==> config.mk <==
export PLATFORM = sky130hd
export DESIGN_NAME = mdio_master
export DESIGN_NICKNAME = d
export VERILOG_FILES = /design/src/rtl/mdm_pkg.sv /design/src/rtl/mdm_clkdiv.sv /design/src/rtl/mdm_engine.sv /design/src/rtl/mdm_regs.sv /design/src/rtl/mdio_master.sv
export SDC_FILE = /design/constraint.sdc
export NUM_CORES = 1
export LEC_CHECK = 0
export BUFFER_PORTS_ARGS = -buffer_cell sky130_fd_sc_hd__buf_2
export CAP_MARGIN = 5
export CORE_MARGIN = 4
export CORE_UTILIZATION = 61
export CTS_BUF_LIST = sky130_fd_sc_hd__clkbuf_2
export CTS_CLUSTER_SIZE = 28
export DETAILED_ROUTE_END_ITERATION = 8
export PLACE_DENSITY = 0.8
export SYNTH_ARGS = -nofsm -noshare
export SYNTH_HDL_FRONTEND = slang
export SYNTH_HIERARCHICAL = 1
export SYNTH_SLANG_ARGS = --single-unit
==> constraint.sdc <==
create_clock -name clk -period 3.05 [get_ports clk]
set_input_delay 0.61 -clock clk [delete_from_list [all_inputs] [get_ports clk]]
set_output_delay 0.61 -clock clk [all_outputs]
set_load 0.01 [all_outputs]
==> src/rtl/mdm_pkg.sv <==
package mdm_pkg;
  localparam int PHY_W      = 5;
  localparam int REGA_W     = 5;
  localparam int DATA_W     = 16;
  localparam int PRE_LEN    = 32;
  localparam int FRAME_LEN  = PRE_LEN + 2 + 2 + PHY_W + REGA_W + 2 + DATA_W;
  localparam int CNT_W      = $clog2(FRAME_LEN);
  localparam int TA_IDX     = PRE_LEN + 4 + PHY_W + REGA_W;
  localparam int DAT_IDX    = TA_IDX + 2;

  localparam logic [1:0] OPC_RD  = 2'b10;
  localparam logic [1:0] OPC_WR  = 2'b01;
  localparam logic [1:0] SOF     = 2'b01;
  localparam logic [1:0] TA_DRV  = 2'b10;

  localparam logic [1:0] SEL_CTRL = 2'd0;
  localparam logic [1:0] SEL_CMD  = 2'd1;
  localparam logic [1:0] SEL_WDAT = 2'd2;
  localparam logic [1:0] SEL_RDAT = 2'd3;

  localparam int CMD_PHY_LSB  = 24;
  localparam int CMD_REG_LSB  = 16;
  localparam int CMD_OP_LSB   = 14;
  localparam int CMD_GO_BIT   = 11;
  localparam int CMD_RDY_BIT  = 7;

  typedef enum logic [1:0] {
    SQ_IDLE,
    SQ_ALIGN,
    SQ_SHIFT,
    SQ_TAIL
  } seq_t;
endpackage

==> src/rtl/mdm_clkdiv.sv <==
module mdm_clkdiv #(
  parameter int DIV_W = 6
) (
  input  logic             clk,
  input  logic             rst,
  input  logic             en,
  input  logic [DIV_W-1:0] div,
  output logic             mdc,
  output logic             rise_tick,
  output logic             fall_tick
);
  logic [DIV_W-1:0] cnt;
  logic             wrap;

  assign wrap      = en && (cnt >= div);
  assign rise_tick = wrap && !mdc;
  assign fall_tick = wrap && mdc;

  always_ff @(posedge clk) begin
    if (rst || !en) begin
      cnt <= '0;
      mdc <= 1'b0;
    end else if (wrap) begin
      cnt <= '0;
      mdc <= ~mdc;
    end else begin
      cnt <= cnt + 1'b1;
    end
  end

  p_idle_low_r3: assert property (@(posedge clk) disable iff (rst)
    !en |=> !mdc);
endmodule

==> src/rtl/mdm_engine.sv <==
module mdm_engine
  import mdm_pkg::*;
(
  input  logic              clk,
  input  logic              rst,
  input  logic              rise_tick,
  input  logic              fall_tick,
  input  logic              start,
  input  logic              is_read,
  input  logic [PHY_W-1:0]  phy,
  input  logic [REGA_W-1:0] regad,
  input  logic [DATA_W-1:0] wdata,
  input  logic              mdio_i,
  output logic              mdio_o,
  output logic              mdio_oe,
  output logic              ready,
  output logic [DATA_W-1:0] rd_data,
  output logic              rd_valid
);
  seq_t                 st;
  logic [FRAME_LEN-1:0] frame;
  logic [CNT_W-1:0]     bitcnt;
  logic                 rd_mode;
  logic [DATA_W-1:0]    rd_sh;
  logic [CNT_W-1:0]     nxt_cnt;

  assign nxt_cnt = bitcnt + 1'b1;

  always_ff @(posedge clk) begin
    if (rst) begin
      st       <= SQ_IDLE;
      frame    <= '0;
      bitcnt   <= '0;
      rd_mode  <= 1'b0;
      rd_sh    <= '0;
      rd_data  <= '0;
      rd_valid <= 1'b0;
      mdio_o   <= 1'b1;
      mdio_oe  <= 1'b0;
      ready    <= 1'b1;
    end else begin
      rd_valid <= 1'b0;
      unique case (st)
        SQ_IDLE: begin
          if (start) begin
            frame   <= {{PRE_LEN{1'b1}}, SOF, (is_read ? OPC_RD : OPC_WR),
                        phy, regad, TA_DRV, wdata};
            rd_mode <= is_read;
            ready   <= 1'b0;
            st      <= SQ_ALIGN;
          end
        end
        SQ_ALIGN: begin
          if (fall_tick) begin
            mdio_o  <= frame[FRAME_LEN-1];
            mdio_oe <= 1'b1;
            bitcnt  <= '0;
            st      <= SQ_SHIFT;
          end
        end
        SQ_SHIFT: begin
          if (rise_tick && rd_mode && (bitcnt >= CNT_W'(DAT_IDX))) begin
            rd_sh <= {rd_sh[DATA_W-2:0], mdio_i};
            if (bitcnt == CNT_W'(FRAME_LEN-1)) begin
              rd_data  <= {rd_sh[DATA_W-2:0], mdio_i};
              rd_valid <= 1'b1;
            end
          end
          if (fall_tick) begin
            if (bitcnt == CNT_W'(FRAME_LEN-1)) begin
              mdio_o  <= 1'b1;
              mdio_oe <= 1'b0;
              st      <= SQ_TAIL;
            end else begin
              frame   <= {frame[FRAME_LEN-2:0], 1'b0};
              mdio_o  <= frame[FRAME_LEN-2];
              mdio_oe <= !(rd_mode && (nxt_cnt >= CNT_W'(TA_IDX)));
              bitcnt  <= nxt_cnt;
            end
          end
        end
        SQ_TAIL: begin
          if (fall_tick) begin
            ready <= 1'b1;
            st    <= SQ_IDLE;
          end
        end
        default: st <= SQ_IDLE;
      endcase
    end
  end

  p_ready_drop_r5: assert property (@(posedge clk) disable iff (rst)
    start |=> !ready);

  p_busy_not_ready_r6: assert property (@(posedge clk) disable iff (rst)
    (st != SQ_IDLE) |-> !ready);

  p_mdio_on_fall_r7: assert property (@(posedge clk) disable iff (rst)
    (mdio_o != $past(mdio_o)) |-> $past(fall_tick));

  p_oe_read_release_r8: assert property (@(posedge clk) disable iff (rst)
    (rd_mode && st == SQ_SHIFT && bitcnt >= CNT_W'(TA_IDX)) |-> !mdio_oe);
endmodule

==> src/rtl/mdm_regs.sv <==
module mdm_regs
  import mdm_pkg::*;
#(
  parameter int DIV_W  = 6,
  parameter int ADDR_W = 4,
  parameter int BUS_W  = 32
) (
  input  logic              clk,
  input  logic              rst,
  input  logic [ADDR_W-1:0] bus_addr,
  input  logic              bus_we,
  input  logic [BUS_W-1:0]  bus_wdata,
  output logic [BUS_W-1:0]  bus_rdata,
  input  logic              ready,
  input  logic [DATA_W-1:0] rd_data,
  input  logic              rd_valid,
  output logic              en,
  output logic [DIV_W-1:0]  div,
  output logic [PHY_W-1:0]  phy,
  output logic [REGA_W-1:0] regad,
  output logic [1:0]        op,
  output logic [DATA_W-1:0] wdata,
  output logic              start
);
  localparam int EN_BIT = DIV_W;

  logic [1:0]        sel;
  logic              cmd_wr;
  logic [DATA_W-1:0] rd_hold;
  logic [BUS_W-1:0]  rmux;

  assign sel    = bus_addr[3:2];
  assign cmd_wr = bus_we && (sel == SEL_CMD);
  assign start  = cmd_wr && bus_wdata[CMD_GO_BIT] && ready && en;

  always_ff @(posedge clk) begin
    if (rst) begin
      en      <= 1'b0;
      div     <= '0;
      phy     <= '0;
      regad   <= '0;
      op      <= '0;
      wdata   <= '0;
      rd_hold <= '0;
    end else begin
      if (bus_we && sel == SEL_CTRL) begin
        div <= bus_wdata[DIV_W-1:0];
        en  <= bus_wdata[EN_BIT];
      end
      if (bus_we && sel == SEL_WDAT)
        wdata <= bus_wdata[DATA_W-1:0];
      if (start) begin
        phy   <= bus_wdata[CMD_PHY_LSB +: PHY_W];
        regad <= bus_wdata[CMD_REG_LSB +: REGA_W];
        op    <= bus_wdata[CMD_OP_LSB +: 2];
      end
      if (rd_valid)
        rd_hold <= rd_data;
    end
  end

  always_comb begin
    rmux = '0;
    unique case (sel)
      SEL_CTRL: begin
        rmux[DIV_W-1:0] = div;
        rmux[EN_BIT]    = en;
      end
      SEL_CMD: begin
        rmux[CMD_PHY_LSB +: PHY_W]  = phy;
        rmux[CMD_REG_LSB +: REGA_W] = regad;
        rmux[CMD_OP_LSB +: 2]       = op;
        rmux[CMD_RDY_BIT]           = ready;
      end
      SEL_WDAT: rmux[DATA_W-1:0] = wdata;
      SEL_RDAT: rmux[DATA_W-1:0] = rd_hold;
      default:  rmux = '0;
    endcase
  end

  always_ff @(posedge clk) begin
    if (rst) bus_rdata <= '0;
    else     bus_rdata <= rmux;
  end

  p_fields_hold_r6: assert property (@(posedge clk) disable iff (rst)
    (cmd_wr && !ready) |=> ($stable(phy) && $stable(regad) && $stable(op)));
endmodule

==> src/rtl/mdio_master.sv <==
module mdio_master
  import mdm_pkg::*;
#(
  parameter int DIV_W  = 6,
  parameter int ADDR_W = 4,
  parameter int BUS_W  = 32
) (
  input  logic              clk,
  input  logic              rst,
  input  logic [ADDR_W-1:0] bus_addr,
  input  logic              bus_we,
  input  logic [BUS_W-1:0]  bus_wdata,
  output logic [BUS_W-1:0]  bus_rdata,
  output logic              mdc,
  output logic              mdio_o,
  output logic              mdio_oe,
  input  logic              mdio_i
);
  logic              en, start, ready, rd_valid, rise_tick, fall_tick;
  logic [DIV_W-1:0]  div;
  logic [PHY_W-1:0]  phy;
  logic [REGA_W-1:0] regad;
  logic [1:0]        op;
  logic [DATA_W-1:0] wdata, rd_data;
  logic              cmd_is_read;

  assign cmd_is_read = (bus_wdata[CMD_OP_LSB +: 2] == OPC_RD);

  mdm_regs #(.DIV_W(DIV_W), .ADDR_W(ADDR_W), .BUS_W(BUS_W)) u_regs (
    .clk(clk), .rst(rst), .bus_addr(bus_addr), .bus_we(bus_we),
    .bus_wdata(bus_wdata), .bus_rdata(bus_rdata), .ready(ready),
    .rd_data(rd_data), .rd_valid(rd_valid), .en(en), .div(div),
    .phy(phy), .regad(regad), .op(op), .wdata(wdata), .start(start)
  );

  mdm_clkdiv #(.DIV_W(DIV_W)) u_div (
    .clk(clk), .rst(rst), .en(en), .div(div), .mdc(mdc),
    .rise_tick(rise_tick), .fall_tick(fall_tick)
  );

  mdm_engine u_eng (
    .clk(clk), .rst(rst), .rise_tick(rise_tick), .fall_tick(fall_tick),
    .start(start), .is_read(cmd_is_read),
    .phy(bus_wdata[CMD_PHY_LSB +: PHY_W]),
    .regad(bus_wdata[CMD_REG_LSB +: REGA_W]),
    .wdata(wdata), .mdio_i(mdio_i), .mdio_o(mdio_o), .mdio_oe(mdio_oe),
    .ready(ready), .rd_data(rd_data), .rd_valid(rd_valid)
  );
endmodule

==> impl_metrics.toml <==
[run_status]
outcome = "completed"

[final_layout]
seqCellArea_sq_mm = 0.00384
num-fill-cells = 1043
design_area_sq_mm = 0.00864
nets = 928
diodes = 0
multiInputGateArea_sq_mm = 0.00374
synthToLayoutAreaGrowth_pct = 7.40
drive_gt1_share_pct = 17.5

[yosys]
synth_cell_types = 65
avgSynthCellArea_sq_um = 9.67
synth_edf_count = 0
yosysSeqAreaShare_pct = 47.8
synth-warning-count = 6
synth_seq_cells = 192
ys.flop_type = "dfxtp_1"
ys_async_sr_fraction_pct = 0
synth_cells = 832
netlist_area_sq_mm = 0.00805

[sta]
finClkSkew_ns = 0.0383
final-hold-violation-count = 0
min_period_ns = 2.77
fin_tns_setup_ns = 0
report.final.slew_viol_count = 0
maxSlewHeadroom_pct = 37.8
setup_viol = 0
clock.fmax_mhz = 361
period_share_pct = 90.7
grt_setup_unrepaired = "no"
tightest_slew_ns = 0.932

[pwr]
power_density_mw_per_mm2 = 586
ir_worst_vdd_mv = 0.389
finalPower_mw = 5.06
leakage_nw = 3.35

[die]
dieArea_sq_mm = 0.0151
start_util_pct = 63.0
die_w_um = 123
die_y_um = 123
core_area_sq_mm = 0.0128
io_pins = 75
placementRows = 41

[grt]
use_met3_pct = 5.48
antenna_found_initial = 0
grt_usage_pct = 22.1
grt_pass1_wl_um = 26800
top_usage_layer = "met2"
grt_pass1_vias = 5699
globalRouteOverflowTotal = 0
grt_max_degree = 72
met1_usage_pct = 27.6
met2_usage_pct = 37.3

[clocking]
clockBufferDepth = 2
numCtsBuffers = 17
cts_sinks = 192
h-tree-depth = 4
cts_tree = "yes"
cts_resized = 0
cts_root_buf = "clkbuf_2"
clk_pin_slew_ns = 0.25
clock_latency_ns = 0.75

[detailed_routing]
drt_iter0_drc = 487
wire_per_inst_um = 15.1
drc = 0
vias = 5864
drtPass1Iterations = 4
detail-route-antenna-nets = 0
vias_per_cell = 5.53
wl_um = 16000

[placement]
hpwlAfterDp_um = 10800
io_buffers = 60
place_area_sq_mm = 0.00829
gp_congestion = 0.844

[worst_setup_path]
crit_family = "compound AO/OA/AOI/OAI gates"
rrSetupSlack_ns = 0.28
crit_path_start_kind = "flip-flop"
cp-startpoint = "u_regs/div[3]"
crit_slowest_cell = "dfxtp_1"
critPathMaxFanout = 35
crit_required_ns = 3.69
crit_path_max_incr_delay_ns = 0.43
worstPathBufferInverterCount = 1
reg2reg_from = "u_regs/div[3]"
cp-end-kind = "flip-flop"
arrival_ns = 3.40
worstSetupPathType = "reg2reg"
crit_chain = "inv_1 -> ha_1 -> a21oi_1 -> o21a_1 -> o21a_2 -> and3b_1 -> nand2_1 -> a21oi_4 -> nand2_4 -> o221a_1"

[min_path]
min_path_type = "in2reg"
min_from = "bus_wdata[12]"

[flow_run]
maxCapViolCount = 0
## per-layer routing
metal  part of all wire [%]  vias to the layer above
met5                      0                        -
met4                    1.8                        0
met3                    4.2                       24
met2                     50                      120
met1                     44                     2791
li1                       -                     2929
## cells in the mapped netlist (all sizes together) (2+ instances only)
cell | instances | share of area (%)
dfxtp | 192 | 48
nand2 | 146 | 6.9
mux2i | 77 | 9.6
a21oi | 73 | 4.8
nor2 | 49 | 2.4
buf | 42 | 4.2
o221a | 34 | 4.8
nand2b | 30 | 2.5
mux2 | 28 | 3.9
nand3 | 24 | 1.6
clkbuf | 23 | 1.1
inv | 17 | 0.79
and2 | 15 | 1.2
ha | 13 | 2.0
or2 | 8 | 0.62
o21ai | 7 | 0.48
nor2b | 6 | 0.56
a211oi | 4 | 0.53
a22oi | 4 | 0.37
and3 | 3 | 0.25
or3 | 3 | 0.23
a31o | 2 | 0.22
and3b | 2 | 0.22
nand4 | 2 | 0.16
nor3b | 2 | 0.25
o211ai | 2 | 0.19
o21a | 2 | 0.20
o21bai | 2 | 0.19
o32ai | 2 | 0.22
xnor2 | 2 | 0.22
xor2 | 2 | 0.22
## per-stage QoR
stage          worst slack, ns  hold WS [ns]  util (%)  cells
4_1_cts                  0.297      0.000243      66.9   1051
6_report                 0.284        0.0912      67.6   1060
3_3_place_gp             0.456         0.436      64.9   1017
3_5_place_dp             0.355         0.447      64.9   1017
2_1_floorplan            0.670         0.430         -    837
5_1_grt                 0.0997     0.0000505      67.6   1060
## layout by cell type, fill, tap and decap left out, types with 15 or more instances in the layout
| cell | netlist | layout |
|---|---|---|
| nand3_1 | 23 | 23 |
| clkbuf_2 | 1 | 17 |
| o221a_1 | 29 | 29 |
| dfxtp_1 | 192 | 192 |
| nand2_1 | 145 | 145 |
| inv_1 | 16 | 16 |
| buf_2 | 15 | 59 |
| nand2b_1 | 28 | 28 |
| a21oi_1 | 71 | 71 |
| mux2_2 | 27 | 27 |
| nor2_1 | 48 | 48 |
| mux2i_1 | 77 | 77 |
| and2_1 | 15 | 15 |
## final timing paths
check	end	cells after the start
setup reg to reg	u_eng/frame[54]	10
hold reg to reg	u_eng/rd_data[15]	2
hold / removal	u_regs/wdata[12]	3
setup / recovery	u_eng/frame[54]	10
## worst reg2reg max path, delay by kind of cell (launching register included)
kind / cells / cell delay, ns
adder cells (fa/ha/maj): 1 / 0.31
buffers and inverters: 1 / 0.08
AND/OR/NAND/NOR: 3 / 0.85
AO/OA/AOI/OAI: 5 / 1.03
flip-flops: 1 / 0.43
## cells by family (layout without fill, tap and decap cells)
logic type | count (synthesis) | after routing | synth area share [%]
mux | 105 | 105 | 13.5
fa+ha+maj | 13 | 13 | 2.02
simple gates | 293 | 293 | 17.1
other cells | 1 | 6 | 0.0466
xor+xnor | 4 | 4 | 0.436
compound gates | 142 | 142 | 13.1
flops | 192 | 192 | 47.8
buf+inv | 82 | 133 | 6.03
## where the power goes
part,switching [mW],total [mW],internal (mW)
registers,0.168,2.96,2.79
logic,0.419,0.850,0.432
clock network,0.865,1.25,0.383
total,1.45,5.06,3.61
## final cells by class
cell class              count  share of cell area, %
clock buffers              17                  0.985
clock inverters            15                   1.85
inverters                  17                  0.738
multi-input cells         563                   43.3
flip-flops and latches    192                   44.5
well taps                 172                   2.49
repair buffers             84                   6.20
## registers in the layout, indices dropped and copies added (netlist names), 2 cells and up
register and flops:
u_div/cnt 6, u_regs/phy 5, u_eng/frame 64, u_eng/rd_sh 15, u_regs/rd_hold 16, u_regs/op 2, u_eng/bitcnt 6, u_eng/rd_data 16
u_regs/wdata 16, u_regs/div 6, u_regs/bus_rdata 26, u_eng/st 2, u_regs/regad 5
## what timing repair did
item	CTS	global route
hold buffers	2	9
buffers inserted	0	0
endpoints found under the hold margin	2	9
Note: power is estimated with default switching activity, not from simulation.
